[src/rtl/wer_pkg.sv]
package wer_pkg;

  // Word addresses of the register bus.
  localparam int ADR_POL      = 0;
  localparam int ADR_MODE     = 1;
  localparam int ADR_ENA      = 2;
  localparam int ADR_ENA_SET  = 3;
  localparam int ADR_ENA_CLR  = 4;
  localparam int ADR_STAT     = 5;
  localparam int ADR_STAT_SET = 6;
  localparam int ADR_STAT_CLR = 7;

  // Detection for one source.
  // Edge mode: cur differs from prev and now equals pol.
  // Level mode: cur equals pol.
  function automatic logic src_hit(input logic edge_mode, input logic pol,
                                   input logic cur, input logic prev,
                                   input logic armed);
    if (edge_mode) return armed & (cur ^ prev) & ~(cur ^ pol);
    else           return ~(cur ^ pol);
  endfunction

  // Next value of a sticky bit. Hardware hit and software set both beat clear.
  function automatic logic sticky_next(input logic cur, input logic set,
                                       input logic clr, input logic hit);
    return (cur & ~clr) | set | hit;
  endfunction

endpackage

[src/rtl/wer_cfg_reg.sv]
module wer_cfg_reg #(
  parameter int                  DATA_W   = 32,
  parameter logic [DATA_W-1:0]   SRC_MASK = 32'h0009_FFFF
) (
  input  logic              clk,
  input  logic              rst_n,
  input  logic              we,
  input  logic [DATA_W-1:0] wdata,
  output logic [DATA_W-1:0] q
);

  always_ff @(posedge clk or negedge rst_n) begin
    if (!rst_n)  q <= '0;
    else if (we) q <= wdata & SRC_MASK;
  end

endmodule

[src/rtl/wer_detect.sv]
module wer_detect #(
  parameter int                  DATA_W   = 32,
  parameter logic [DATA_W-1:0]   SRC_MASK = 32'h0009_FFFF
) (
  input  logic              clk,
  input  logic              rst_n,
  input  logic [DATA_W-1:0] ev_in,
  input  logic [DATA_W-1:0] edge_sel,
  input  logic [DATA_W-1:0] pol_sel,
  output logic [DATA_W-1:0] hits
);

  // Edge detection is held off until one input sample has been captured.
  logic armed;
  always_ff @(posedge clk or negedge rst_n) begin
    if (!rst_n) armed <= 1'b0;
    else        armed <= 1'b1;
  end

  for (genvar i = 0; i < DATA_W; i++) begin : g_bit
    if (SRC_MASK[i]) begin : g_src
      logic prev;
      always_ff @(posedge clk or negedge rst_n) begin
        if (!rst_n) prev <= 1'b0;
        else        prev <= ev_in[i];
      end
      assign hits[i] = wer_pkg::src_hit(edge_sel[i], pol_sel[i], ev_in[i],
                                        prev, armed);
    end else begin : g_none
      assign hits[i] = 1'b0;
    end
  end

  logic unused_bits;
  assign unused_bits = ^{ev_in & ~SRC_MASK, edge_sel & ~SRC_MASK,
                         pol_sel & ~SRC_MASK};

endmodule

[src/rtl/wer_sticky.sv]
module wer_sticky #(
  parameter int                  DATA_W   = 32,
  parameter logic [DATA_W-1:0]   SRC_MASK = 32'h0009_FFFF,
  parameter logic [DATA_W-1:0]   RST_VAL  = '0
) (
  input  logic              clk,
  input  logic              rst_n,
  input  logic [DATA_W-1:0] set_v,
  input  logic [DATA_W-1:0] clr_v,
  input  logic [DATA_W-1:0] hit_v,
  output logic [DATA_W-1:0] q
);

  for (genvar i = 0; i < DATA_W; i++) begin : g_bit
    if (SRC_MASK[i]) begin : g_src
      always_ff @(posedge clk or negedge rst_n) begin
        if (!rst_n) q[i] <= RST_VAL[i];
        else        q[i] <= wer_pkg::sticky_next(q[i], set_v[i], clr_v[i], hit_v[i]);
      end
    end else begin : g_none
      assign q[i] = 1'b0;
    end
  end

  logic unused_bits;
  assign unused_bits = ^{set_v & ~SRC_MASK, clr_v & ~SRC_MASK, hit_v & ~SRC_MASK};

endmodule

[src/rtl/wake_event_router.sv]
module wake_event_router #(
  parameter int                  DATA_W   = 32,
  parameter int                  ADDR_W   = 4,
  parameter logic [DATA_W-1:0]   SRC_MASK = 32'h0009_FFFF
) (
  input  logic              clk,
  input  logic              rst_n,
  input  logic [DATA_W-1:0] ev_in,
  input  logic              bus_sel,
  input  logic              bus_we,
  input  logic [ADDR_W-1:0] bus_addr,
  input  logic [DATA_W-1:0] bus_wdata,
  output logic [DATA_W-1:0] bus_rdata,
  output logic              wake_req
);
  import wer_pkg::*;

  // Write strobes, one per writable word.
  logic wr_any, wr_pol, wr_mode, wr_ena_set, wr_ena_clr, wr_stat_set, wr_stat_clr;
  assign wr_any      = bus_sel & bus_we;
  assign wr_pol      = wr_any & (bus_addr == ADDR_W'(ADR_POL));
  assign wr_mode     = wr_any & (bus_addr == ADDR_W'(ADR_MODE));
  assign wr_ena_set  = wr_any & (bus_addr == ADDR_W'(ADR_ENA_SET));
  assign wr_ena_clr  = wr_any & (bus_addr == ADDR_W'(ADR_ENA_CLR));
  assign wr_stat_set = wr_any & (bus_addr == ADDR_W'(ADR_STAT_SET));
  assign wr_stat_clr = wr_any & (bus_addr == ADDR_W'(ADR_STAT_CLR));

  logic [DATA_W-1:0] pol_q, mode_q, ena_q, stat_q, hits;
  logic [DATA_W-1:0] ena_set_v, ena_clr_v, stat_set_v, stat_clr_v;
  assign ena_set_v  = wr_ena_set  ? bus_wdata : '0;
  assign ena_clr_v  = wr_ena_clr  ? bus_wdata : '0;
  assign stat_set_v = wr_stat_set ? bus_wdata : '0;
  assign stat_clr_v = wr_stat_clr ? bus_wdata : '0;

  wer_cfg_reg #(.DATA_W(DATA_W), .SRC_MASK(SRC_MASK)) u_pol (
    .clk(clk), .rst_n(rst_n), .we(wr_pol), .wdata(bus_wdata), .q(pol_q));

  wer_cfg_reg #(.DATA_W(DATA_W), .SRC_MASK(SRC_MASK)) u_mode (
    .clk(clk), .rst_n(rst_n), .we(wr_mode), .wdata(bus_wdata), .q(mode_q));

  wer_detect #(.DATA_W(DATA_W), .SRC_MASK(SRC_MASK)) u_detect (
    .clk(clk), .rst_n(rst_n), .ev_in(ev_in), .edge_sel(mode_q),
    .pol_sel(pol_q), .hits(hits));

  wer_sticky #(.DATA_W(DATA_W), .SRC_MASK(SRC_MASK), .RST_VAL('0)) u_ena (
    .clk(clk), .rst_n(rst_n), .set_v(ena_set_v), .clr_v(ena_clr_v),
    .hit_v('0), .q(ena_q));

  wer_sticky #(.DATA_W(DATA_W), .SRC_MASK(SRC_MASK), .RST_VAL(SRC_MASK)) u_stat (
    .clk(clk), .rst_n(rst_n), .set_v(stat_set_v), .clr_v(stat_clr_v),
    .hit_v(hits), .q(stat_q));

  // Combined request, one register stage.
  logic wake_any;
  assign wake_any = |(stat_q & ena_q);
  always_ff @(posedge clk or negedge rst_n) begin
    if (!rst_n) wake_req <= 1'b0;
    else        wake_req <= wake_any;
  end

  // Read mux. Write-only and undecoded words return zero.
  always_comb begin
    bus_rdata = '0;
    if (bus_addr == ADDR_W'(ADR_POL))  bus_rdata = pol_q;
    if (bus_addr == ADDR_W'(ADR_MODE)) bus_rdata = mode_q;
    if (bus_addr == ADDR_W'(ADR_ENA))  bus_rdata = ena_q;
    if (bus_addr == ADDR_W'(ADR_STAT)) bus_rdata = stat_q;
  end

endmodule

[config.mk]
export PLATFORM = sky130hd
export DESIGN_NAME = wake_event_router
export DESIGN_NICKNAME = d
export VERILOG_FILES = /design/src/rtl/wer_pkg.sv /design/src/rtl/wer_cfg_reg.sv /design/src/rtl/wer_detect.sv /design/src/rtl/wer_sticky.sv /design/src/rtl/wake_event_router.sv
export SDC_FILE = /design/constraint.sdc
export NUM_CORES = 1
export LEC_CHECK = 0
export ABC_AREA = 1
export BUFFER_PORTS_ARGS = -buffer_cell sky130_fd_sc_hd__buf_2
export CAP_MARGIN = 20
export CORE_ASPECT_RATIO = 0.8
export CORE_MARGIN = 1.5
export CORE_UTILIZATION = 50
export DETAILED_ROUTE_END_ITERATION = 16
export GPL_TIMING_DRIVEN = 0
export PLACE_DENSITY = 0.86
export REMOVE_ABC_BUFFERS = 1
export SLEW_MARGIN = 10
export SYNTH_ARGS = -nofsm -noshare
export SYNTH_HDL_FRONTEND = slang
export SYNTH_SLANG_ARGS = --single-unit
[constraint.sdc]
create_clock -name clk -period 2.32 [get_ports clk]
set_clock_uncertainty 0.15 [all_clocks]
set_input_delay 0.464 -clock clk [delete_from_list [all_inputs] [get_ports clk]]
set_output_delay 0.464 -clock clk [all_outputs]
set_load 0.02 [all_outputs]
* After elaboration in Yosys (flattened, before gate mapping) *
Index checks and enable logic that the tools add are counted.

cells by class
  equal/unequal tests = 7
  reductions and logical operators = 2
  bitwise gates (word level) = 224
  mux-type cells = 26

operator list
  kind                                                                   number
  20-bit two-way mux                                                     6
  1-bit AND                                                              79
  32-bit two-way mux                                                     2
  1-bit inverter                                                         54
  1-bit bitwise OR                                                       54
  1-bit bitwise XOR                                                      36
  32-bit OR reduction                                                    1
  20-bit AND                                                             1
  1-bit two-way mux                                                      18
  4-bit by 3-bit equality test with 1-bit output, second input constant  4
  4-bit by 2-bit equality test with 1-bit output, second input constant  2
  4-bit by 1-bit equality test with 1-bit output, second input constant  1
  4-bit logical NOT                                                      1

word-level totals
  register bits = 92
  logic and storage cells = 317

* Logic depth before layout (Yosys ltp) *
  word-level depth = 7
  depth in mapped cells = 8

* Hierarchy *
Synthesis repeated with hierarchy kept, for this count alone.

second synthesis, totals
  cells, all modules = 1,005
  area total of the unflattened synthesis = 6,429.9 um2

modules (own cells, without submodules)
  module               cells each  instances  seq. area each (um2)  area each (um2)
  wake_event_router    433         1          25.0                  1,811.7
  wer_cfg_reg          91          2          450.4                 819.5
  wer_detect           180         1          475.5                 1,297.5
  wer_sticky (u_stat)  105         1          473.0                 852.1
  wer_sticky (u_ena)   105         1          450.4                 829.5

* Least setup slack after synthesis *
OpenSTA, ideal clock, no wires.

  kind = input -> output
  start = input port bus_addr[3]
  end = output port bus_rdata[11]
  stages on the path = 6
  setup slack = 0.400 ns
  data required time = 1.706 ns
  arrival time = 1.306 ns
  cells stage by stage = inv_2 nand2_4 inv_2 clkbuf_1 nand3_1 nand4_1

between the ends
  cells in the longest elaborated chain, start to end = 5
  elaborated cells between the ends (all ways) = 8

ends and longest elaborated chain
  element                 line                     text
  start: declaration      wake_event_router.sv:11  input logic [ADDR_W-1:0] bus_addr,
  4-bit logical NOT       wake_event_router.sv:64  if (bus_addr == ADDR_W'(ADR_POL)) bus_rdata = pol_q;
  20-bit two-way mux      wake_event_router.sv:64
  20-bit two-way mux      wake_event_router.sv:65  if (bus_addr == ADDR_W'(ADR_MODE)) bus_rdata = mode_q;
  32-bit two-way mux      wake_event_router.sv:66  if (bus_addr == ADDR_W'(ADR_ENA)) bus_rdata = ena_q;
  32-bit two-way mux (*)  wake_event_router.sv:67  if (bus_addr == ADDR_W'(ADR_STAT)) bus_rdata = stat_q;
  end: declaration        wake_event_router.sv:13  output logic [DATA_W-1:0] bus_rdata,

Mark *: on every way between the ends. The rest lies on a longest branch, timed or not.

* Worst setup path after layout *
  start = input port bus_addr[1]
  end = output port bus_rdata[2]

The elaborated chain is that of the path after synthesis.

==> summary.txt <==
Status: complete, but fails checks
Failing checks: negative setup slack
Routed vias/inst: 5.00
Post-route ant nets: 0
Final min period: 2.32 ns
Iteration-0 DRC Markers: 290
Clock network fraction of total power: 34.0%
Comb pwr share: 17.6%
Gr usage total: 23.1%
Clk slew on worst S/H paths: 0.06 ns
CP endpoint kind: output pin
Gate Count Post-Synth: 726
# setup viols final: 1
Worst slew pin tran: 0.749 ns
Mapped Area: 0.00508 mm²
Die ar.: 0.0108 mm²
Skew-Pair Late Insertion Delay: 0.35 ns
Pins Over Slew Limit: 0
Core area: 0.00977 mm²
CTS Buf Count: 9
Dpl cells: 904
Relative max-transition margin: 49.9%
Buf+Inv Stages, Crit Path: 2
Cell-internal power: 2.89 mW
GR Overflow Total: 0
Fin crit share: 100%
Vias in the first global route: 3971
Clock Sinks: 92
Top-Level Pins: 105
Wire per inst: 13.1 µm
Initial Utilization: 52.0%
FF+latch count, synth: 92
Max Buffers Root-to-Sink: 2
Fill cell count: 896
Syn. warnings: 0
Biggest cell delay along the critical path: 0.59 ns
Layout cells sized above 1: 15.4%
Slowest cell on the critical path: nor2_4
Routed wire length: 12200 µm
Worst hold path class: in -> reg
Post-DP HPWL: 7750 µm
Die width: 116 µm
Flop pwr share: 48.4%
Pre-CTS setup slack: -0.805 ns
P_leak: 3.20 nW
Hold Fails Final Rpt: 0
Drt first pass iters: 5
CTS root buffer: clkbuf_16
Multi-input combinational cell area: 0.00228 mm²
Worst vdd ir: 0.559 mV
Yosys cell types: 21
TritonCTS clock tree: built
WP data required: 1.71 ns
CP cell instances: buf_2, nor2_4, nand3_1, nand4_1, buf_2
CP Class: in -> out
Initial antenna violation count: 0
Rows: 32
Unrepaired setup endpoints after global routing: true
Most Frequent Cell on Critical Path: buf_2
Die Height: 93.2 µm
Routability cong.: 0.797
IO buf count: 62
Switching share of power: 29.9%
Worst setup margin: -0.00144 ns
Max-cap violations: 0
Post-Syn Area per Cell: 7.00 µm²
Pin count of the biggest net entering global routing: 61
Design Power: 4.13 mW
# DRC: 0
DR vias: 4641
First-pass GRT wire length: 18900 µm
Delay-heaviest family, CP: simple AND/OR/NAND/NOR gates
Crit-path max FO: 20
Power per cell area: 708 mW/mm²
P_sw: 1.23 mW
CP Launch Type: primary input
Non-filler cells, final: 929
H-tree level count: 3
Sequential Area: 0.00232 mm²
Area grow syn2layout: 14.7%
Crit path arrival time: 1.71 ns
Final Net Count: 859
Fmax: 431 MHz
Seq/Total Area, Yosys: 45.7%
Reg2Reg Setup Slack: 0.79 ns
-- cells by family after synthesis --
kind of cell | synth area share, %
AOI/OAI and AO/OA | 3.54
DFF | 45.7
buffers and inverters | 10.7
other | 0.148
and+or+nand+nor | 39.9
-- power groups by stage --
stage	Clock (mW)	Combinational [mW]	Sequential, mW
floorplan	0	0.486	1.98
global placement	0	0.672	2.02
detailed placement	0	0.711	2.02
CTS	1.42	0.719	1.99
global route	1.49	0.838	2.03
finish	1.40	0.727	2.00
-- stage by stage --
| step | instance area [µm²] | hold WS [ns] | setup TNS (ns) | util, % |
|---|---|---|---|---|
| final | 5830 | 0.0958 | -0.00144 | 59.7 |
| after global routing | 5830 | 0.0887 | -0.0305 | 59.6 |
| after CTS | 5740 | 0.0915 | 0 | 58.7 |
| after floorplan | 4890 | 0.0184 | 0 | - |
| after detailed placement | 5430 | 0.298 | -17.43 | 55.6 |
| after global placement | 5370 | 0.326 | -33.08 | 55.0 |
-- final cells by class --
cell class	count	area share (%)
antenna	1	0.0429
tap	136	2.92
clock buffer	15	4.77
inverter	81	5.22
clock inverter	1	0.0859
multi-input combinational	531	39.1
timing repair buffer	72	8.03
sequential	92	39.9
-- placed cells by master, fill, tap and decap left out --
master | Yosys | final
clkbuf_8 | 0 | 3
nor2_1 | 23 | 23
diode_2 | 0 | 1
nor2_4 | 5 | 6
buf_12 | 0 | 3
inv_2 | 5 | 5
inv_1 | 76 | 76
buf_4 | 16 | 5
clkbuf_1 | 1 | 3
nor3_4 | 1 | 1
o21ai_1 | 36 | 36
clkinv_2 | 0 | 1
dfstp_2 | 18 | 18
dlygate4sd3_1 | 0 | 1
clkbuf_16 | 0 | 9
conb_1 | 2 | 15
nand2_4 | 3 | 3
buf_2 | 14 | 61
buf_16 | 0 | 2
nand2_2 | 3 | 3
dfrtp_1 | 74 | 74
nand4_1 | 21 | 21
nand2_1 | 367 | 367
nand3_1 | 54 | 54
nand3_4 | 0 | 1
nor2_8 | 1 | 1
-- cells in the mapped netlist --
| master | n | area [µm²] |
|---|---|---|
| buf_2 | 14 | 70.1 |
| buf_4 | 16 | 120 |
| buf_6 | 4 | 45.0 |
| clkbuf_1 | 1 | 3.75 |
| conb_1 | 2 | 7.51 |
| dfrtp_1 | 74 | 1850 |
| dfstp_2 | 18 | 473 |
| inv_1 | 76 | 285 |
| inv_2 | 5 | 18.8 |
| nand2_1 | 367 | 1380 |
| nand2_2 | 3 | 18.8 |
| nand2_4 | 3 | 33.8 |
| nand3_1 | 54 | 270 |
| nand3_2 | 1 | 10.0 |
| nand4_1 | 21 | 131 |
| nor2_1 | 23 | 86.3 |
| nor2_2 | 1 | 6.26 |
| nor2_4 | 5 | 56.3 |
| nor2_8 | 1 | 20.0 |
| nor3_4 | 1 | 16.3 |
| o21ai_1 | 36 | 180 |
-- repair_timing --
action                                  4_1_cts  5_1_grt
endpoints found under the hold margin        27        0
hold buffers                                  1        0
pin swaps                                     0        4
endpoints found under the setup margin       36       17
gates resized for setup                       2        0
setup buffers                                 0        7
-- registers in the layout, summed over array words and instances, names as in the netlist --
name                       cells
u_mode.q                      18
u_detect.armed                 1
u_stat.q                      18
wake_req                       1
u_detect.g_bit.g_src.prev     18
u_ena.q                       18
u_pol.q                       18
-- layer usage --
metal | global-route usage, % | share of wire, % | up-vias
met5 | 0 | 0 | -
met4 | 5.79 | 0.92 | 0
met3 | 6.22 | 7.8 | 12
met2 | 35.7 | 46 | 174
met1 | 32.4 | 46 | 2129
li1 | - | - | 2326
-- worst paths after layout --
path | from | endpoint | depth (start not counted)
max | bus_addr[1] | bus_rdata[2] | 5
min | ev_in[13] | u_detect.g_bit[13].g_src.prev | 1
max reg2reg | u_detect.armed | u_stat.q[10] | 7
min reg2reg | u_stat.q[14] | u_stat.q[14] | 2
max in group asynchronous | rst_n | u_stat.q[5] | 3
min in group asynchronous | rst_n | u_pol.q[8] | 2
-- worst reg2reg max path: cells and delay by family, from the launching register on --
family	cells	cell delay, ns
buffers and inverters	2	0.28
and+or+nand+nor	5	0.32
DFF	1	0.73
Power figures use the tool's default switching activity.
